===== src/rtl/wdt_prescaled.sv =====
module wdt_prescaled #(
  parameter int PS_W      = 32,
  parameter int DIV_W     = 16,
  parameter int CNT_W     = 32,
  parameter int PULSE_LEN = 16
) (
  input  logic        clk,
  input  logic        rst_n,
  input  logic        bus_sel,
  input  logic        bus_we,
  input  logic [5:0]  bus_addr,
  input  logic [31:0] bus_wdata,
  output logic [31:0] bus_rdata,
  input  logic        ref_tick,
  output logic        irq,
  output logic        rst_req
);
  localparam int PL_W = $clog2(PULSE_LEN + 1);

  logic [2:0]       ctrl_q;
  logic [PS_W-1:0]  ps_q, ps_cnt;
  logic [DIV_W-1:0] div_q, div_cnt;
  logic [CNT_W-1:0] load_q, cnt_q;
  logic             ie_q, int_q, stat_q;
  logic [PL_W-1:0]  pulse_cnt;

  wire [3:0] widx    = bus_addr[5:2];
  wire       wr      = bus_sel & bus_we;
  wire       ld_cnt  = wr && widx == 4'd4 && bus_wdata[0];
  wire       ld_tb   = wr && widx == 4'd4 && bus_wdata[1];

  wire adv      = ctrl_q[0] && (ctrl_q[2] ? ref_tick : 1'b1);
  wire ps_last  = (ps_q == '0) || (ps_cnt >= ps_q - 1'b1);
  wire ptick    = adv && ps_last;
  wire div_last = (div_q == '0) || (div_cnt >= div_q - 1'b1);
  wire dtick    = ptick && div_last;
  wire fire     = dtick && !ld_cnt && cnt_q == CNT_W'(1);

  assign irq     = int_q & ie_q;
  assign rst_req = pulse_cnt != '0;

  always_ff @(posedge clk or negedge rst_n) begin
    if (!rst_n) begin
      ctrl_q <= '0;
      ps_q   <= '0;
      div_q  <= '0;
      load_q <= '1;
      ie_q   <= 1'b0;
    end else if (wr) begin
      case (widx)
        4'd0: ctrl_q <= bus_wdata[2:0];
        4'd1: ps_q   <= bus_wdata[PS_W-1:0];
        4'd2: div_q  <= bus_wdata[DIV_W-1:0];
        4'd3: load_q <= bus_wdata[CNT_W-1:0];
        4'd6: ie_q   <= bus_wdata[0];
        default: ;
      endcase
    end
  end

  always_ff @(posedge clk or negedge rst_n) begin
    if (!rst_n) begin
      ps_cnt  <= '0;
      div_cnt <= '0;
    end else if (ld_tb) begin
      ps_cnt  <= '0;
      div_cnt <= '0;
    end else if (adv) begin
      ps_cnt <= ps_last ? '0 : ps_cnt + 1'b1;
      if (ptick) div_cnt <= div_last ? '0 : div_cnt + 1'b1;
    end
  end

  always_ff @(posedge clk or negedge rst_n) begin
    if (!rst_n) begin
      cnt_q  <= '1;
      stat_q <= 1'b0;
      int_q  <= 1'b0;
    end else begin
      if (ld_cnt)                    cnt_q <= load_q;
      else if (dtick && cnt_q != '0) cnt_q <= cnt_q - 1'b1;
      if (ld_cnt)    stat_q <= 1'b0;
      else if (fire) stat_q <= 1'b1;
      if (fire)                                         int_q <= 1'b1;
      else if (wr && widx == 4'd7 && bus_wdata[0])      int_q <= 1'b0;
    end
  end

  always_ff @(posedge clk or negedge rst_n) begin
    if (!rst_n)                   pulse_cnt <= '0;
    else if (fire && ctrl_q[1])   pulse_cnt <= PL_W'(PULSE_LEN);
    else if (pulse_cnt != '0)     pulse_cnt <= pulse_cnt - 1'b1;
  end

  always_comb begin
    case (widx)
      4'd0:    bus_rdata = {29'd0, ctrl_q};
      4'd1:    bus_rdata = 32'(ps_q);
      4'd2:    bus_rdata = 32'(div_q);
      4'd3:    bus_rdata = 32'(load_q);
      4'd5:    bus_rdata = 32'(cnt_q);
      4'd6:    bus_rdata = {31'd0, ie_q};
      4'd7:    bus_rdata = {31'd0, int_q};
      4'd8:    bus_rdata = {31'd0, stat_q};
      default: bus_rdata = '0;
    endcase
  end
endmodule



===== config.mk =====
export PLATFORM = sky130hd
export DESIGN_NAME = wdt_prescaled
export DESIGN_NICKNAME = d
export VERILOG_FILES = /design/src/rtl/wdt_prescaled.sv
export SDC_FILE = /design/constraint.sdc
export NUM_CORES = 1
export LEC_CHECK = 0
export BUFFER_PORTS_ARGS = -buffer_cell sky130_fd_sc_hd__buf_2
export CAP_MARGIN = 20
export CORE_MARGIN = 3
export CORE_UTILIZATION = 45
export CTS_CLUSTER_SIZE = 28
export DETAILED_ROUTE_END_ITERATION = 6
export SKIP_CTS_REPAIR_TIMING = 1
export SYNTH_ARGS = -nofsm -noshare
export SYNTH_HDL_FRONTEND = slang
export SYNTH_SLANG_ARGS = --single-unit

===== constraint.sdc =====
create_clock -name clk -period 5.4 [get_ports clk]
set_clock_uncertainty 0.15 [all_clocks]
set_input_delay 1.08 -clock clk [delete_from_list [all_inputs] [get_ports clk]]
set_output_delay 1.08 -clock clk [all_outputs]
set_load 0.01 [all_outputs]

# Word level (Yosys, flattened, before mapping)
# Cells that the tools add are included.
[classes] n_addsub=6 multipliers=0 div=0 order_cmp=2 n_eq_ne=9 shift=0 mux=17 bitwise=2 n_reduce_logical=32
[op_table] operator="$pmux W32 S8" count=1
[op_table] operator="$mux W32" count=5
[op_table] operator="$mux W16" count=4
[op_table] operator="$sub A32 B1 Y32 const B" count=2
[op_table] operator="$add A32 B1 Y32 const B" count=1
[op_table] operator="$eq A32 B1 Y1 const B" count=1
[op_table] operator="$ge A32 B32 Y1" count=1
[op_table] operator="$logic_not A32 Y1" count=1
[op_table] operator="$reduce_bool A32 Y1" count=1
[op_table] operator="$add A16 B1 Y16 const B" count=1
[op_table] operator="$eq A4 B3 Y1 const B" count=4
[op_table] operator="$ge A16 B16 Y1" count=1
[op_table] operator="$logic_not A16 Y1" count=1
[op_table] operator="$sub A16 B1 Y16 const B" count=1
[op_table] operator="$logic_and A1 B1 Y1" count=12
[op_table] operator="$reduce_and A2 Y1" count=6
[op_table] operator="$reduce_bool A2 Y1" count=6
[op_table] operator="$mux W5" count=2
[op_table] operator="$eq A4 B2 Y1 const B" count=2
[op_table] operator="$mux W1" count=5
[op_table] operator="$reduce_bool A5 Y1" count=1
[op_table] operator="$sub A5 B1 Y5 const B" count=1
[op_table] operator="$eq A4 B1 Y1 const B" count=1
[op_table] operator="$eq A4 B4 Y1 const B" count=1
[op_table] operator="other kinds (4)" count=6
[totals] ff_bits=171 latchBits=0 ramBits=0 mem_bits_ro=0 input_bits=43 wordCells=79 mem_count=0

# Longest topological paths before layout
[depth] ltp_word=9 depth_mapped=19

# Worst setup path before layout
# No wires, ideal clock.
[synth_path] path_type="register to register" startpoint="register ps_q[2]" endpoint="register ps_cnt[18]" setup_time_ns=0.083 arrival_ns=4.475 required_ns=5.167 setup_slack_ns=0.692 stages_incl_launch_ff=18 path_buffers=1 synth_period_minus_slack_ns=4.708 path_cell_list="dfrtp_1 nor4_1 nor4b_1 and4_1 nand2_1 nor4bb_1 xnor2_1 ha_1 nand4_1 nor4_1 a21oi_1 nand3_1 a311oi_1 nand2_1 nor3_1 buf_2 nand3_1 o21ai_0"
[synth_between] elab_chain_cells=6 elab_cells_between_ends=7 classes_between="add/sub: 1; order compare: 1; mux: 3; reduce/logical: 2"
[synth_lines] item="from (decl)" line_no="21" text="logic [PS_W-1:0] ps_q, ps_cnt;"
[synth_lines] item="from (signal assigned)" line_no="52" text="4'd1: ps_q <= bus_wdata[PS_W-1:0];"
[synth_lines] item="$sub A32 B1 Y32" line_no="33" text="wire ps_last = (ps_q == '0) || (ps_cnt >= ps_q - 1'b1);"
[synth_lines] item="$ge A32 B32 Y1" line_no="33"
[synth_lines] item="$logic_or A1 B1 Y1 *" line_no="33"
[synth_lines] item="$mux W32 *" line_no="69" text="ps_cnt <= ps_last ? '0 : ps_cnt + 1'b1;"
[synth_lines] item="$mux W32 *" line_no="68" text="end else if (adv) begin"
[synth_lines] item="$mux W32 *" line_no="65" text="end else if (ld_tb) begin"
[synth_lines] item="to (signal assigned)" line_no="69"
[synth_lines] item="to (decl)" line_no="21"
# Every way passes the cells marked *; elsewhere a longest branch is shown, timed or not. The select of a mux whose other input is x is not followed.
# A chain may end at the register's enable or synchronous reset.

# Worst setup path after layout
[layout_path] startpoint="register ps_q[2]" endpoint="register cnt_q[22]"
[layout_between] elab_chain_cells=7 elab_cells_between_ends=8 classes_between="add/sub: 1; order compare: 1; reduce/logical: 6"
[layout_lines] item="$sub A32 B1 Y32" line_no="33"
[layout_lines] item="$ge A32 B32 Y1" line_no="33"
[layout_lines] item="$logic_or A1 B1 Y1 *" line_no="33"
[layout_lines] item="$logic_and A1 B1 Y1 *" line_no="34" text="wire ptick = adv && ps_last;"
[layout_lines] item="$logic_and A1 B1 Y1 *" line_no="36" text="wire dtick = ptick && div_last;"
[layout_lines] item="$logic_and A1 B1 Y1 *" line_no="81" text="else if (dtick && cnt_q != '0) cnt_q <= cnt_q - 1'b1;"
[layout_lines] item="$reduce_bool A2 Y1 (no line) *"
[layout_lines] item="to (signal assigned)" line_no="80" text="if (ld_cnt) cnt_q <= load_q;"
[layout_lines] item="to (signal assigned)" line_no="81"
[layout_lines] item="to (decl)" line_no="23" text="logic [CNT_W-1:0] load_q, cnt_q;"
# Every way passes the cells marked *; elsewhere a longest branch is shown, timed or not.

==> flow_summary_export.csv <==
group,metric,value,unit
global_routing,grtUsageTotal,22.4,%
sta,layout_min_cycle_time,5.04,ns
clock_tree,cts_inserted_buffers,17,
yosys,yosysMostFrequentCell,"nand2_1",
outcome,status,"finished clean",
global_routing,grt_pass1_vias,8518,
yosys,synth_top_cell_by_area,"dfrtp_1",
worst_setup_path,critical_path.max_fanout,7,
worst_setup_path,critPathSlowestCell,"dfrtp_1",
yosys,synth.top_cell.area_share,25.4,%
worst_setup_path,path_common_cell,"buf_4",
yosys,synth_cell_type_count,61,
placement,place_worst_setup_slack,0.193,ns
worst_setup_path,worstPathArrival,5.24,ns
cells_and_area,final_cells,1517,
clock_tree,clk_pin_slew,0.08,ns
sta,final.setup.tns,0,ns
worst_setup_path,slowest_delay,0.45,ns
clock_tree,clock-root-buffer,"clkbuf_16",
floorplan,ios,77,
clock_tree,cts_sinks,171,
flow_run,drv_cap,0,
cells_and_area,fin_nets,1290,
routing,vias,8793,
yosys,synth_edf_count,0,
yosys,synth_cells,1120,
global_routing,grt-ovfl-total,0,
floorplan,rows,55,
floorplan,chipHeight,159,um
routing,viasPerCell,5.80,
sta,worst_slew_pin_slew,1.11,ns
clock_tree,cts_tree,"yes",
yosys,seq_area_frac_synth,41.3,%
yosys,synth_fp_nets,1219,
yosys,synth-main-ff-cell,"dfrtp_1",
sta,whs,0.321,ns
yosys,syn_area_per_cell,9.42,um2
cells_and_area,n_antenna_cell,0,
yosys,ys_seq_elements,171,
worst_setup_path,cp_data_required_time,5.61,ns
worst_setup_path,critPathBufInv,4,
routing,first_pass_iters,6,
placement,placedCellCount,1482,
sta,period_share,93.3,%
sta,maxSlewViolCount,0,
worst_setup_path,critPathLaunchType,"register",
global_routing,grt_pass1_wl,46400,um
yosys,synth_area,10600,um2
sta,setup_viol_count_final,0,
routing,ant_nets,0,
floorplan,start_util,46.2,%
clock_tree,htreeDepth,4,
floorplan,coreArea,22800,um2
yosys,synthTopCellsByCount,"120 x nand2_1, 107 x dfrtp_1, 92 x o21ai_0",
routing,initialDrtViolationCount,765,
power,p_leak,5.18,nW
global_routing,grt_max_degree,106,
floorplan,dieArea,25300,um2
routing,wire_per_inst,18.6,um
yosys,synth.area.top_cells,"dfrtp_1 25%, dfstp_2 16%, mux2_2 8.5%",
placement,gp_congestion,0.877,
cells_and_area,syn_to_final_growth,13.5,%
clock_tree,clk_latency,0.44,ns
power,vdd_drop_max,0.000215,V
cells_and_area,nFillCells,2165,
worst_setup_path,critPathLaunch,"ps_q[2]",
worst_setup_path,cp_cell_sequence,"nor4_1, buf_4, nor4b_1, buf_4, and4_1, nand2_1, nor4bb_1, xnor2_1, ha_1, nand4_1, nor4_1, buf_4, o311ai_1, nand2_1, buf_4, nand3_1, or3_1, a31oi_1",
placement,place_hpwl,20100,um
sta,hold_viol,0,
yosys,async_flop_share,100,%
sta,fmaxAchievable,199,MHz
global_routing,antenna_found_initial,0,
worst_setup_path,r2r_start,"ps_q[2]",
hold_path,hold_path.class,"register to register",
sta,setup_ws,0.364,ns
routing,drc_errors,0,
routing,routed_wl,28200,um
sta,rsz0062_at_grt,"no",
placement,port_buffers,74,
clock_tree,cts_buffer_depth,2,
hold_path,min_from,"load_q[0]",
worst_setup_path,setup.worst_path.class,"register to register",
sta,max_slew_margin,25.8,%
power,powerDensity,325,nW/um2
yosys,yosys_warnings,0,
worst_setup_path,cp_top_family,"simple AND/OR/NAND/NOR gates",
floorplan,fp.dieW,159,um
cells_and_area,drive_gt1_share,25.0,%
worst_setup_path,end_kind,"register",
[logic make-up (layout without fill, tap and decap cells)]
family	count (synthesis)	in the layout	share of synthesized area, %
buffers and inverters	87	171	3.22
multiplexers	81	81	8.63
XOR/XNOR	65	65	5.39
adder cells (fa/ha/maj)	56	56	6.64
AO/OA/AOI/OAI	229	229	14.0
flip-flops	171	171	41.3
AND/OR/NAND/NOR	431	431	20.8
[worst register-to-register path: cells and delay by family, from the launching register on]
| kind | cells | cell delay (ns) |
|---|---|---|
| and+or+nand+nor | 10 | 2.83 |
| buffers and inverters | 4 | 0.74 |
| DFF | 1 | 0.45 |
| AOI/OAI and AO/OA | 2 | 0.37 |
| adders and majority gates | 1 | 0.32 |
| xor gates and xnor gates | 1 | 0.11 |
[final cells by class]
cell class,count,area [um2],area share (%)
clock inverters,14,150,1.25
clock buffers,18,429,3.58
inverters,34,128,1.07
well taps,313,392,3.27
multi-input cells,862,5880,49.1
flip-flops and latches,171,4360,36.4
repair buffers,105,642,5.36
[cell usage in the layout (no fill, tap or decap), drive strengths merged, types with 19 or more instances in the layout]
cell / count
nand2: 122
dfrtp: 107
buf: 105
o21ai: 94
mux2: 80
nor2: 80
dfstp: 64
ha: 56
nand3: 52
inv: 42
a21oi: 39
xnor2: 35
nor3: 34
a222oi: 31
xor2: 30
nor4: 24
and3: 23
a31oi: 19
[registers in the layout, indices dropped and copies added, names as in the netlist]
signal and cells:
ps_q 32, ie_q 1, div_cnt 16, div_q 16
int_q 1, cnt_q 32, ps_cnt 32, ctrl_q 3
load_q 32, pulse_cnt 5, stat_q 1
[final timing paths]
kind                               to  slack, ns  depth (start not counted)
max in group asynchronous   cnt_q[10]       3.86                          2
hold reg to reg              cnt_q[0]       0.32                          2
min in group asynchronous  ps_cnt[27]       0.45                          1
setup / recovery            cnt_q[22]       0.36                         18
setup reg to reg            cnt_q[22]       0.36                         18
hold / removal               cnt_q[0]       0.32                          2
[per-stage QoR]
step	instance area [um2]	utilization, %	total power, mW
2_1_floorplan	10600	-	2.36
3_3_place_gp	11400	49.7	2.65
3_5_place_dp	11400	49.7	2.67
4_1_cts	11900	52.2	3.90
5_1_grt	12000	52.4	4.12
6_report	12000	52.4	3.89
[metal layers]
layer  vias up  track usage, %  routed length [um]
li1       4271               -                   -
met1      4273            32.3               13400
met5         -               0                   0
met4         0            4.89                 369
met3        26            3.88                1510
met2       223            35.5               12900
[report_power, final]
group	internal (mW)	switching [mW]	total, mW
registers	1.53	0.266	1.80
clock network	0.621	0.606	1.23
logic	0.408	0.458	0.867
total	2.56	1.33	3.89
(Power assumes the default switching activity.)
